**src/rtl/poll_arb_pkg.sv**
```systemverilog
package poll_arb_pkg;

   typedef enum logic [1:0] {
      ARB_IDLE = 2'd0,
      ARB_POLL = 2'd1,
      ARB_OWN  = 2'd2
   } arb_state_e;

endpackage

```
**src/rtl/poll_start_reg.sv**
```systemverilog
module poll_start_reg #(
   parameter int ADDR_W = 3
) (
   input  logic              clk,
   input  logic              rst_n,
   input  logic              wr_en,
   input  logic [ADDR_W-1:0] wr_val,
   output logic [ADDR_W-1:0] start_q
);

   always_ff @(posedge clk or negedge rst_n) begin
      if (!rst_n)
         start_q <= '0;
      else if (wr_en)
         start_q <= wr_val;
   end

endmodule

```
**src/rtl/poll_counter.sv**
```systemverilog
module poll_counter #(
   parameter int N_DEV  = 8,
   parameter int ADDR_W = 3
) (
   input  logic              clk,
   input  logic              rst_n,
   input  logic              load,
   input  logic [ADDR_W-1:0] load_val,
   input  logic              step,
   output logic [ADDR_W-1:0] cnt_q
);

   localparam logic [ADDR_W-1:0] TOP_ADDR = ADDR_W'(N_DEV - 1);
   localparam bit POW2 = ((1 << ADDR_W) == N_DEV);

   logic [ADDR_W-1:0] cnt_inc;

   generate
      if (POW2) begin : g_natural_wrap
         assign cnt_inc = cnt_q + 1'b1;
      end else begin : g_compare_wrap
         assign cnt_inc = (cnt_q == TOP_ADDR) ? '0 : cnt_q + 1'b1;
      end
   endgenerate

   always_ff @(posedge clk or negedge rst_n) begin
      if (!rst_n)
         cnt_q <= '0;
      else if (load)
         cnt_q <= load_val;
      else if (step)
         cnt_q <= cnt_inc;
   end

   // one address per step, wrapping at the top device address
   p_step_wrap_r4: assert property (@(posedge clk) disable iff (!rst_n)
      (step && !load) |=> (cnt_q == (($past(cnt_q) == TOP_ADDR) ? '0 : $past(cnt_q) + 1'b1)));

   // counter is frozen when neither loading nor stepping
   p_frozen_r6: assert property (@(posedge clk) disable iff (!rst_n)
      (!step && !load) |=> $stable(cnt_q));

endmodule

```
**src/rtl/poll_match.sv**
```systemverilog
module poll_match #(
   parameter int N_DEV  = 8,
   parameter int ADDR_W = 3
) (
   input  logic [N_DEV-1:0]  req,
   input  logic [ADDR_W-1:0] cnt,
   output logic              any_req,
   output logic              hit
);

   logic [N_DEV-1:0] dev_hit;

   generate
      for (genvar i = 0; i < N_DEV; i++) begin : g_dev
         assign dev_hit[i] = req[i] && (cnt == ADDR_W'(i));
      end
   endgenerate

   assign any_req = |req;
   assign hit     = |dev_hit;

   always_comb begin
      p_single_hit_r5: assert ($onehot0(dev_hit));
   end

endmodule

```
**src/rtl/bus_poll_arbiter.sv**
```systemverilog
module bus_poll_arbiter
   import poll_arb_pkg::*;
#(
   parameter int N_DEV  = 8,
   parameter int ADDR_W = (N_DEV > 1) ? $clog2(N_DEV) : 1
) (
   input  logic              clk,
   input  logic              rst_n,
   input  logic [N_DEV-1:0]  req_i,
   input  logic              bus_busy_i,
   input  logic              start_wr_i,
   input  logic [ADDR_W-1:0] start_val_i,
   output logic [ADDR_W-1:0] poll_addr_o,
   output logic              poll_active_o,
   output logic              grant_vld_o,
   output logic [ADDR_W-1:0] grant_idx_o
);

   generate
      if (N_DEV < 2) begin : g_bad_count
         $error("bus_poll_arbiter: N_DEV must be at least 2");
      end
      if ((1 << ADDR_W) < N_DEV) begin : g_bad_width
         $error("bus_poll_arbiter: ADDR_W too narrow for N_DEV");
      end
   endgenerate

   arb_state_e        state_q, state_d;
   logic [ADDR_W-1:0] start_q;
   logic [ADDR_W-1:0] cnt_q;
   logic              any_req, hit;
   logic              cnt_load, cnt_step;

   poll_start_reg #(.ADDR_W(ADDR_W)) start_i (
      .clk     (clk),
      .rst_n   (rst_n),
      .wr_en   (start_wr_i),
      .wr_val  (start_val_i),
      .start_q (start_q)
   );

   poll_counter #(.N_DEV(N_DEV), .ADDR_W(ADDR_W)) counter_i (
      .clk      (clk),
      .rst_n    (rst_n),
      .load     (cnt_load),
      .load_val (start_q),
      .step     (cnt_step),
      .cnt_q    (cnt_q)
   );

   poll_match #(.N_DEV(N_DEV), .ADDR_W(ADDR_W)) match_i (
      .req     (req_i),
      .cnt     (cnt_q),
      .any_req (any_req),
      .hit     (hit)
   );

   always_comb begin
      state_d  = state_q;
      cnt_load = 1'b0;
      cnt_step = 1'b0;
      unique case (state_q)
         ARB_IDLE: begin
            if (any_req && !bus_busy_i) begin
               state_d  = ARB_POLL;
               cnt_load = 1'b1;
            end
         end
         ARB_POLL: begin
            if (!any_req)
               state_d = ARB_IDLE;
            else if (hit)
               state_d = ARB_OWN;
            else
               cnt_step = 1'b1;
         end
         ARB_OWN: begin
            if (!hit)
               state_d = ARB_IDLE;
         end
         default: state_d = ARB_IDLE;
      endcase
   end

   always_ff @(posedge clk or negedge rst_n) begin
      if (!rst_n)
         state_q <= ARB_IDLE;
      else
         state_q <= state_d;
   end

   assign poll_addr_o   = cnt_q;
   assign poll_active_o = (state_q == ARB_POLL);
   assign grant_vld_o   = (state_q == ARB_OWN);
   assign grant_idx_o   = cnt_q;

   // an idle arbiter with no request or a busy bus stays idle
   p_start_gate_r2: assert property (@(posedge clk) disable iff (!rst_n)
      (!poll_active_o && !grant_vld_o && (!any_req || bus_busy_i))
         |=> (!poll_active_o && !grant_vld_o));

   // a round opens on the previously held start address
   p_first_addr_r3: assert property (@(posedge clk) disable iff (!rst_n)
      $rose(poll_active_o) |-> (poll_addr_o == $past(start_q)));

   // a requesting polled device is granted next cycle
   p_grant_src_r5: assert property (@(posedge clk) disable iff (!rst_n)
      (poll_active_o && req_i[poll_addr_o])
         |=> (grant_vld_o && !poll_active_o && grant_idx_o == $past(poll_addr_o)));

   // grant and polling are exclusive, counter shows the owner
   p_excl_r6: assert property (@(posedge clk) disable iff (!rst_n)
      grant_vld_o |-> (!poll_active_o && poll_addr_o == grant_idx_o));

   // grant held while the owner keeps requesting
   p_hold_r7: assert property (@(posedge clk) disable iff (!rst_n)
      (grant_vld_o && req_i[grant_idx_o]) |=> (grant_vld_o && $stable(grant_idx_o)));

   // release returns to idle
   p_release_r7: assert property (@(posedge clk) disable iff (!rst_n)
      (grant_vld_o && !req_i[grant_idx_o]) |=> (!grant_vld_o && !poll_active_o));

   // vanished requests abort the round without a grant
   p_abort_r9: assert property (@(posedge clk) disable iff (!rst_n)
      (poll_active_o && !any_req) |=> (!poll_active_o && !grant_vld_o));

endmodule

```
**config.mk**
```make
export PLATFORM = sky130hd
export DESIGN_NAME = bus_poll_arbiter
export DESIGN_NICKNAME = d
export VERILOG_FILES = /design/src/rtl/poll_arb_pkg.sv /design/src/rtl/poll_start_reg.sv /design/src/rtl/poll_counter.sv /design/src/rtl/poll_match.sv /design/src/rtl/bus_poll_arbiter.sv
export SDC_FILE = /design/constraint.sdc
export NUM_CORES = 1
export LEC_CHECK = 0
export BUFFER_PORTS_ARGS = -buffer_cell sky130_fd_sc_hd__buf_4
export CAP_MARGIN = 40
export CORE_AREA = 5 5 42 44
export DETAILED_ROUTE_END_ITERATION = 6
export DIE_AREA = 0 0 47 49
export PLACE_DENSITY = 0.81
export SETUP_SLACK_MARGIN = 0.02
export SYNTH_ARGS = -nofsm -noshare
export SYNTH_HDL_FRONTEND = slang
export SYNTH_SLANG_ARGS = --single-unit
```
**constraint.sdc**
```tcl
create_clock -name clk -period 2.8 [get_ports clk]
set_input_delay 0.28 -clock clk [delete_from_list [all_inputs] [get_ports clk]]
set_output_delay 0.28 -clock clk [all_outputs]
set_load 0.01 [all_outputs]
```
==> results.json <==
{
  "status": "finished clean",
  "drive_gt1_frac": 0.421,
  "drc": 0,
  "grt_pass1_wl_mm": 2.06,
  "clockBufferDepth": 2,
  "antenna_cells": 0,
  "crit_chain": "ha_1, ha_1, a22oi_1, o21ai_0, or4_1, o311ai_1",
  "antenna_left": 0,
  "grt_max_degree": 9,
  "gr-total-overflow": 0,
  "period_needed_ns": 1.96,
  "worst_path_most_repeated_cell": "ha_1",
  "multi_input_area_um2": 335,
  "ys_types": 26,
  "tritoncts": "yes",
  "reg2reg_slack_ns": 0.84,
  "yosysTopAreaCellShare": 0.347,
  "fp.dieW_um": 47,
  "vdd_drop_max_uv": 474,
  "crit_path_max_incr_delay_ns": 0.49,
  "wl_per_cell_um": 13.4,
  "grt_antenna_before_repair": 0,
  "clkSinkCount": 8,
  "nets": 99,
  "p_leak_nw": 0.369,
  "totalWireLength_mm": 1.23,
  "path_delay_family": "compound AO/OA/AOI/OAI gates",
  "slew_violations": 0,
  "syn-cell-area_um2": 577,
  "seq_area_um2": 200,
  "synth_top_cell_by_area": "dfrtp_1",
  "cp_num_buf_inv": 0,
  "seq_area_frac_synth": 0.347,
  "ys_ff_latch": 8,
  "hold_viol": 0,
  "core.rowCount": 14,
  "rsz0062_at_grt": "no",
  "dr.pass1.iters": 4,
  "finalClockSkew_ns": 0.00133,
  "worstMarginPinSlew_ns": 0.491,
  "r2r_cells": 6,
  "hp-class": "input port to flip-flop",
  "r2r-start": "counter_i.cnt_q[0]",
  "pin_count": 23,
  "hold_end": "start_i.start_q[0]",
  "powerDensity_nw_per_um2": 885,
  "arrival_ns": 2.11,
  "worstHoldPathCells": 2,
  "core_um2": 1400,
  "reg2reg_to": "counter_i.cnt_q[2]",
  "synth_ff_type": "dfrtp_1",
  "viasPerCell": 5.35,
  "grt_usage": 0.120,
  "drv_cap": 0,
  "pre_cts_slack_ns": 0.859,
  "synth-edff-count": 0,
  "slowest_stage": "or4_1",
  "required_ns": 2.95,
  "syn-num-nets": 74,
  "relSlewSlack": 0.672,
  "num_vias": 492,
  "fmax_mhz": 509,
  "setup-tns-final_ns": 0,
  "die_h_um": 49,
  "gp_congestion": 0.739,
  "dpl.hpwl_mm": 1.07,
  "port_buffers": 22,
  "critPathKind": "flip-flop to flip-flop",
  "start_kind": "flip-flop",
  "cts_setup_buffers": 0,
  "grt_pass1_vias": 508,
  "ys_warn_count": 0,
  "postSynth.asyncResetShare": 1.00,
  "clk_pin_slew_ns": 0.05,
  "root_buffer": "clkbuf_4",
  "netlist_instances": 53,
  "syn2layout_area_growth_pct": 33.8,
  "start_util": 0.412,
  "crit_fanout": 6,
  "clock_latency_ns": 0.25,
  "synth_area_leaders": "dfrtp_1 (35%), ha_1 (13%), mux2_2 (5.9%)",
  "fillers": 140,
  "htreeDepth": 1,
  "setup_viol": 0,
  "post_cts_resized": 0,
  "yosysMostFrequentCell": "dfrtp_1",
  "timing.hold.ws_ns": 0.264,
  "fin_ws_ns": 0.837,
  "drt-initial-drc-count": 5,
  "min_from": "start_val_i[0]",
  "cp-end-kind": "flip-flop",
  "postCtsHoldBufs": 1,
  "die_area_um2": 2300,
  "synth_common_cells": "dfrtp_1 (8), ha_1 (6), inv_1 (5)",
  "numCtsBuffers": 3,
  "fin_crit_sh": 0.701,
  "synth.avg_cell_area_um2": 10.9
}
-- flip-flops by register name, summed over array words and instances (netlist names) --
| signal | cells |
|---|---|
| counter_i.cnt_q | 3 |
| start_i.start_q | 3 |
| state_q | 2 |
-- worst max path at each step --
stage                       startpoint                  to  slack, ns  depth (start not counted)
finish              counter_i.cnt_q[0]  counter_i.cnt_q[2]       0.84                          6
global route        counter_i.cnt_q[0]  counter_i.cnt_q[2]       0.68                          6
CTS                 counter_i.cnt_q[0]  counter_i.cnt_q[2]       0.84                          6
detailed placement  counter_i.cnt_q[0]  counter_i.cnt_q[1]       0.86                          6
global placement    counter_i.cnt_q[0]  counter_i.cnt_q[2]       0.92                          6
floorplan           counter_i.cnt_q[0]  counter_i.cnt_q[2]       0.96                          6
-- cell type report --
cell class	instances	share of cell area
Multi-Input combinational cell	37	0.434
Inverter	5	0.0243
Sequential cell	8	0.259
Clock buffer	3	0.0292
Tap cell	16	0.0259
Timing Repair Buffer	23	0.227
-- cells by family after synthesis --
group	share of synthesized area
compound gates	0.226
simple gates	0.150
buf+inv	0.0716
flops	0.347
fa+ha+maj	0.130
mux	0.0759
-- metal layers --
metal,global-route usage,part of all wire,vias up
li1,-,-,245
met5,0,0,-
met1,0.138,0.40,227
met2,0.201,0.53,20
met3,0.0148,0.075,0
met4,0.0691,0,0
-- metrics by stage --
step                      instances  power [mW]  cell area (um^2)   util
after floorplan                  53       0.473               577      -
after global placement           88       0.594               739  0.528
after detailed placement         88       0.602               739  0.528
after CTS                        92       0.693               772  0.551
after global routing             92       0.748               772  0.551
final                            92       0.683               772  0.551
-- placed cells by master (no fill, tap or decap), drive strengths merged --
master	n
a221oi	1
nand4	1
nor3	1
inv	5
or4	1
a21oi	3
mux2i	1
o311ai	2
o21a	1
nand2	2
a2111oi	1
nor2b	1
buf	22
or2	1
a21o	2
nor2	2
dlygate4sd3	1
a221o	1
a311oi	1
clkbuf	3
ha	6
nand2b	1
mux2	3
nor4	2
dfrtp	8
a22oi	2
o21ai	1
-- report_power, final --
group / switching [mW] / internal, mW
logic: 0.195 / 0.195
registers: 0.0535 / 0.155
clock network: 0.0356 / 0.0488
total: 0.284 / 0.399
No activity file was read; power rests on OpenSTA's default activity.
